<file path="config.mk">
export PLATFORM = sky130hd
export DESIGN_NAME = tick_source_counter
export DESIGN_NICKNAME = d
export VERILOG_FILES = /design/src/rtl/tsel_pkg.sv /design/src/rtl/tsel_prescaler.sv /design/src/rtl/tsel_select.sv /design/src/rtl/tsel_count.sv /design/src/rtl/tick_source_counter.sv
export SDC_FILE = /design/constraint.sdc
export NUM_CORES = 1
export LEC_CHECK = 0
export BUFFER_PORTS_ARGS = -buffer_cell sky130_fd_sc_hd__buf_2
export CORE_AREA = 2 2 46 56
export DETAILED_ROUTE_END_ITERATION = 8
export DIE_AREA = 0 0 48 58
export PLACE_DENSITY = 0.71
export SYNTH_ARGS = -nofsm -noshare
export SYNTH_HDL_FRONTEND = slang
export SYNTH_SLANG_ARGS = --single-unit
</file>
<file path="constraint.sdc">
create_clock -name clk -period 2.05 [get_ports clk]
set_input_delay 0.205 -clock clk [delete_from_list [all_inputs] [get_ports clk]]
set_output_delay 0.205 -clock clk [all_outputs]
set_load 0.01 [all_outputs]
</file>
<file path="src/rtl/tsel_pkg.sv">
package tsel_pkg;

  typedef enum logic [1:0] {
    SRC_OFF,
    SRC_TAP,
    SRC_CASC,
    SRC_BAD
  } src_e;

  // Prescaler bit whose falling edge gives the divided clock.
  // Bit b falls once every 2^(b+1) system clocks.
  function automatic int unsigned tap_of(input logic [1:0] grp, input logic alt);
    int unsigned idx;
    case (grp)
      2'd1:    idx = alt ? 0  : 2;   // /2  or /8
      2'd2:    idx = alt ? 6  : 5;   // /128 or /64
      2'd3:    idx = alt ? 10 : 9;   // /2048 or /1024
      default: idx = 0;
    endcase
    return idx;
  endfunction

endpackage

</file>
<file path="src/rtl/tsel_prescaler.sv">
module tsel_prescaler #(
  parameter int PRE_W = 11
) (
  input  logic             clk,
  input  logic             rst_n,
  output logic [PRE_W-1:0] fall
);

  logic [PRE_W-1:0] pre_q;
  logic [PRE_W-1:0] pre_d;
  logic [PRE_W-1:0] prev_q;

  always_comb begin
    pre_d = pre_q + 1'b1;
  end

  always_ff @(posedge clk or negedge rst_n) begin
    if (!rst_n) begin
      pre_q  <= '0;
      prev_q <= '0;
    end else begin
      pre_q  <= pre_d;
      prev_q <= pre_q;
    end
  end

  // One-cycle enable for each divided clock when its bit goes from 1 to 0
  for (genvar i = 0; i < PRE_W; i++) begin : g_fall
    assign fall[i] = prev_q[i] & ~pre_q[i];
  end

endmodule

</file>
<file path="src/rtl/tsel_select.sv">
module tsel_select
  import tsel_pkg::*;
#(
  parameter int PRE_W = 11
) (
  input  logic             clk,
  input  logic             rst_n,
  input  logic [2:0]       clk_sel,
  input  logic             clk_alt,
  input  logic             casc_match,
  input  logic [PRE_W-1:0] fall,
  output logic             adv,
  output logic             bad_q
);

  localparam int IDX_W = $clog2(PRE_W);

  src_e             src;
  logic [IDX_W-1:0] tap_idx;
  logic             tap_hit;
  logic             casc_q;
  logic             casc_edge;
  logic             bad_d;

  always_comb begin
    case (clk_sel)
      3'b000:                src = SRC_OFF;
      3'b001, 3'b010, 3'b011: src = SRC_TAP;
      3'b100:                src = SRC_CASC;
      default:               src = SRC_BAD;
    endcase
  end

  always_comb begin
    tap_idx   = IDX_W'(tap_of(clk_sel[1:0], clk_alt));
    tap_hit   = fall[tap_idx];
    casc_edge = casc_match & ~casc_q;
    adv       = ((src == SRC_TAP) & tap_hit) | ((src == SRC_CASC) & casc_edge);
    bad_d     = (src == SRC_BAD);
  end

  always_ff @(posedge clk or negedge rst_n) begin
    if (!rst_n) begin
      casc_q <= 1'b0;
      bad_q  <= 1'b0;
    end else begin
      casc_q <= casc_match;
      bad_q  <= bad_d;
    end
  end

endmodule

</file>
<file path="src/rtl/tsel_count.sv">
module tsel_count #(
  parameter int CNT_W = 8
) (
  input  logic             clk,
  input  logic             rst_n,
  input  logic             adv,
  output logic [CNT_W-1:0] cnt_q,
  output logic             ovf_q
);

  logic [CNT_W-1:0] cnt_d;
  logic             ovf_d;

  always_comb begin
    cnt_d = cnt_q;
    ovf_d = 1'b0;
    if (adv) begin
      cnt_d = cnt_q + 1'b1;
      ovf_d = &cnt_q;
    end
  end

  always_ff @(posedge clk or negedge rst_n) begin
    if (!rst_n) begin
      cnt_q <= '0;
      ovf_q <= 1'b0;
    end else begin
      cnt_q <= cnt_d;
      ovf_q <= ovf_d;
    end
  end

endmodule

</file>
<file path="src/rtl/tick_source_counter.sv">
module tick_source_counter #(
  parameter int CNT_W = 8,
  parameter int PRE_W = 11
) (
  input  logic             clk,
  input  logic             rst_n,
  input  logic [2:0]       clk_sel,
  input  logic             clk_alt,
  input  logic             casc_match,
  output logic [CNT_W-1:0] count,
  output logic             ovf_pulse,
  output logic             sel_bad
);

  logic [PRE_W-1:0] fall;
  logic             adv;

  tsel_prescaler #(.PRE_W(PRE_W)) u_pre (
    .clk   (clk),
    .rst_n (rst_n),
    .fall  (fall)
  );

  tsel_select #(.PRE_W(PRE_W)) u_sel (
    .clk        (clk),
    .rst_n      (rst_n),
    .clk_sel    (clk_sel),
    .clk_alt    (clk_alt),
    .casc_match (casc_match),
    .fall       (fall),
    .adv        (adv),
    .bad_q      (sel_bad)
  );

  tsel_count #(.CNT_W(CNT_W)) u_cnt (
    .clk   (clk),
    .rst_n (rst_n),
    .adv   (adv),
    .cnt_q (count),
    .ovf_q (ovf_pulse)
  );

endmodule

</file>
# Yosys cells after proc, flatten, opt, wreduce, memory -nomap -nowiden
# Cells that the tools add are included.
[op_classes]
n_addsub = 2
multipliers = 0
n_div = 0
order_cmp = 1
eq_ne = 10
shift = 0
n_mux = 8
bitwise_logic = 27
reduce_logical = 3
[ops]
columns = ["cell", "n"]
rows = [
  ["AND 1 bit", 14],
  ["NOT 1 bit", 12],
  ["case mux 4 bit (3 select lines)", 1],
  ["adder 11 x 1 -> 11 bit, second input constant", 1],
  ["adder 8 x 1 -> 8 bit, second input constant", 1],
  ["== test 2 bit, second input constant", 4],
  ["AND reduction 8 bit", 1],
  ["== test 3 x 2 -> 1 bit, second input constant", 2],
  ["two-way mux 2 bit", 3],
  ["case mux 2 bit (3 select lines)", 1],
  ["< comparator 4 x 5 -> 1 bit, second input constant", 1],
  ["binary-select mux 1 bit (select 4 bit)", 1],
  ["== test 2 x 1 -> 1 bit, second input constant", 2],
  ["== test 3 x 1 -> 1 bit, second input constant", 1],
  ["== test 3 bit, second input constant", 1],
  ["logical NOT 3 bit", 1],
  ["OR reduction 3 bit", 1],
  ["two-way mux 1 bit", 2],
  ["OR 1 bit", 1],
]
[totals]
regBits = 33
latchBits = 0
ram_bits = 0
mem_bits_ro = 0
inputBits = 7
out_inout_bits = 10
word_cells = 57
n_memories = 0

# Logic depth before layout (Yosys ltp)
[depth]
ltp_word = 7
mapped_depth = 5

# Hierarchy
# Synthesis repeated with hierarchy kept, for this count alone.
[hier_totals]
hier_cells = 97
area_unflattened_um2 = 1287.5
[modules_own_cells]
columns = ["module", "n_inst", "cells_each", "area_per_inst_um2"]
rows = [
  ["tsel_prescaler", 1, 55, 785.8],
  ["tsel_count", 1, 29, 366.6],
  ["tsel_select", 1, 13, 135.1],
]

# Worst setup path after synthesis
# OpenSTA, ideal clock, no wires.
[synth_timing]
kind = "register to register"
from = "reg u_pre.pre_q[0]"
to = "reg u_cnt.cnt_q[1]"
setup_ps = 127
t_arrival_ps = 1705
t_required_ps = 1923
setup_slack_ps = 218
stages_incl_launch_ff = 5
synth_period_minus_slack_ps = 1832
cell_sequence = "dfrtp_1 nand2b_1 mux4_2 o311ai_4 mux2_1"
[synth_between]
elab_chain_len = 6
[synth_rtl]
columns = ["item", "line_no", "source"]
rows = [
  ["start: declaration", "tsel_prescaler.sv:9", "logic [PRE_W-1:0] pre_q;"],
  ["start signal: assignment", "tsel_prescaler.sv:22", "pre_q <= pre_d;"],
  ["NOT 1 bit", "tsel_prescaler.sv:29", "assign fall[i] = prev_q[i] & ~pre_q[i];"],
  ["AND 1 bit", "tsel_prescaler.sv:29", ""],
  ["binary-select mux 1 bit (select 4 bit)", "tsel_select.sv:36", "tap_hit = fall[tap_idx];"],
  ["two-way mux 1 bit (implied by the code)", "tsel_select.sv:36", ""],
  ["AND 1 bit", "tsel_select.sv:38", "adv = ((src == SRC_TAP) & tap_hit) | ((src == SRC_CASC) & casc_edge);"],
  ["OR 1 bit", "tsel_select.sv:38", ""],
  ["end signal: assignment", "tsel_count.sv:28", "cnt_q <= cnt_d;"],
  ["end: declaration", "tsel_count.sv:7", "output logic [CNT_W-1:0] cnt_q,"],
]
# No other way between the ends. The select of a mux whose other input is x is not followed.
# A chain may end at the register's enable or synchronous reset.

# Worst setup path after layout
[layout_timing]
from = "reg u_pre.pre_q[9]"
to = "reg u_cnt.cnt_q[1]"
# Same word-level chain as after synthesis.

==> out/results.tsv <==
stage	metric	value	unit
routing	post-DR wirelength/cell	12.22	um
sta	Slew @ Worst Pin	619.9	ps
synth	Post-Synth Simple-Gate Area	16.80	%
worst_setup_path	CP arrival	2130	ps
placement	DP Worst Slack	150.2	ps
min_path	Worst Hold Class	primary input to flip-flop	
synth	synth top area cells	dfrtp_1, xnor2_1, and3_1, o311ai_4, xor2_1	
clock_network	Clock Sinks	28	
clock_network	Clock Path Buffers	2	
routing	DRC viols	0	
synth	Most used DFF post-synth	dfrtp_1	
routing	number of nets with antenna violations after routing	0	
synth	Post-Synthesis Cell Area	1132	um^2
clock_network	CTS clk-pin slew, worst paths	140	ps
routing	detail-routed via count per cell	5.029	
global_route	initial antenna violation count	0	
sta	final worst setup slack	129.5	ps
synth	synthesized flop and latch total	28	
layout	most frequent cells in the layout	dfrtp_1, buf_2, xnor2_1, and3_1, nand3_1	
sta	clk_skew	10.66	ps
floorplan	Rows	19	
sta	max-slew violations	0	
sta	unrepaired setup endpoints after global routing	false	
sta	final period utilization	93.68	%
synth	syn_nets	94	
worst_setup_path	CP required	2260	ps
synth	Netlist cell types	22	
global_route	gr usage total	14.27	%
synth	number of enable flip-flop cells after synthesis	0	
global_route	gr ovfl total	0	
synth	Synth top area share	61.88	%
sta	worst hold slack	156.5	ps
synth	largest family of logic cells by synthesized area	simple AND/OR/NAND/NOR gates	
global_route	pin count of the biggest net entering global routing	29	
floorplan	Die ar.	2784	um^2
layout	Layout Nets	119	
synth	adder-cell share of the synthesized area	2.210	%
layout	Layout area overhead	15.58	%
worst_setup_path	CP max stage cell	mux4_2	
floorplan	Die Ht	58	um
worst_setup_path	crit end category	flip-flop	
run	max-cap viol count	0	
layout	final instance area	1309	um^2
worst_setup_path	reg2reg start	u_pre.pre_q[9]	
synth	post-synthesis mux area share	2.983	%
placement	placed cell area	1266	um^2
synth	xor/xnor share of the synthesized area	12.38	%
placement	DP Wirelength	1.277	mm
clock_network	hold_buf cts	2	
worst_setup_path	CP Launch Point	u_pre.pre_q[9]	
clock_network	clk_lat worst skew	320	ps
clock_network	CTS tree	done	
worst_setup_path	crit path cell chain	nand2b_1 > mux4_2 > o311ai_4 > mux2_1	
placement	gpl congestion	0.6868	
layout	FILL cells	188	
layout	fin util	57.95	%
worst_setup_path	peak per-stage delay on the critical path	480	ps
worst_setup_path	CP max FO	8	
synth	Mapped Cells	85	
synth	Async SR Flop Fraction	100.0	%
routing	starting DRC count in detailed routing	8	
clock_network	Root Driver	clkbuf_4	
synth	Avg Cell Area, Syn	13.32	um^2
global_route	vias in the first global route	677	
floorplan	I/O pins	17	
sta	clock period minus worst slack	1920	ps
clock_network	post-cts sizing count	0	
pwr	P per Cell Area	763.4	nW/um^2
min_path	critical hold path startpoint	clk_sel[0]	
synth	cell taking the most area after synthesis	dfrtp_1	
synth	Seq/Total Area, Yosys	61.88	%
worst_setup_path	crit path launch type	flip-flop	
placement	port bufs	16	
sta	endpoints failing setup	0	
pwr	P_leak	0.6476	nW
clock_network	Post-CTS Setup Bufs	0	
placement	Placed Cells	134	
floorplan	Initial Util	50.14	%
routing	Vias	699	
pwr	Power Total	999.1	uW
sta	Hold Fails Final Rpt	0	
layout	most common cell after layout, fill and taps aside	dfrtp_1	
sta	Max Fclk	0.5207	GHz
synth	Compound-Gate Fraction of Synth Area	2.762	%
layout	share of cells above drive strength 1	21.30	%
sta	Setup TNS	0	ps
floorplan	core box area	2258	um^2
layout	Antenna Cells	0	
routing	total wire length	1.699	mm
clock_network	Num CTS Buffers	3	
outcome	outcome	completed	
routing	1st-pass router iterations	4	
worst_setup_path	critical path type	flip-flop to flip-flop	
layout	Layout Cells excl Fill	139	
clock_network	H-tree Lvls	1	
floorplan	Die Wd	48	um
pwr	Max IR drop VDD	0.0005542	V
global_route	first-pass GRT wire length	2.794	mm
synth	warnings from Yosys	0	
sta	relative slew slack	58.67	%
[critical path: cells and delay by family, from the launching register on]
family | cells | cell delay (ps)
AND/OR/NAND/NOR | 1 | 150
multiplexers | 2 | 840
AO/OA/AOI/OAI | 1 | 380
flip-flops | 1 | 440
[layout make-up]
class	instances	area (um^2)	area share (%)
Sequential cell	28	700.7	53.54
Multi-Input combinational cell	54	420.4	32.12
Timing Repair Buffer	20	115.1	8.795
Tap cell	31	38.79	2.964
Clock buffer	3	22.52	1.721
Inverter	3	11.26	0.8604
[Yosys cell counts (all sizes together), types with 2 or more instances]
cell type  instances
xor2               3
dfrtp             28
nand4              3
inv                3
ha                 2
xnor2             13
nand2              4
nor3b              2
nand2b             4
nand3              5
nor2               2
and3               6
[registers in the layout, summed over array words and instances, names as in the netlist]
register      cells
u_cnt.cnt_q       8
u_cnt.ovf_q       1
u_pre.pre_q      11
u_pre.prev_q      6
u_sel.bad_q       1
u_sel.casc_q      1
[final timing paths]
kind / to / slack, ps / depth (start not counted)
max: u_cnt.cnt_q[1] / 130 / 4
min in group asynchronous: u_sel.bad_q / 420 / 2
max reg2reg: u_cnt.cnt_q[1] / 130 / 4
min reg2reg: u_pre.prev_q[10] / 450 / 0
min: u_sel.bad_q / 160 / 3
max in group asynchronous: u_pre.pre_q[4] / 1220 / 2
[power by group]
part           total [mW]  switching, mW  internal (mW)
Sequential          0.645         0.0516          0.593
Clock               0.215          0.147         0.0688
Combinational       0.139         0.0712         0.0674
Total               0.999          0.270          0.730
[routing by layer]
layer	global-route usage (%)	part of all wire, %	vias up
met5	0	0	-
met2	24.76	56	11
met3	3.738	2.2	0
li1	-	-	338
met1	15.73	42	350
met4	5.792	0	0
[logic make-up after synthesis]
kind of cell             after synthesis
AO/OA/AOI/OAI                          2
XOR/XNOR                              16
adder cells (fa/ha/maj)                2
buffers and inverters                  3
flip-flops                            28
multiplexers                           2
AND/OR/NAND/NOR                       32
Power figures use the tool's default switching activity.
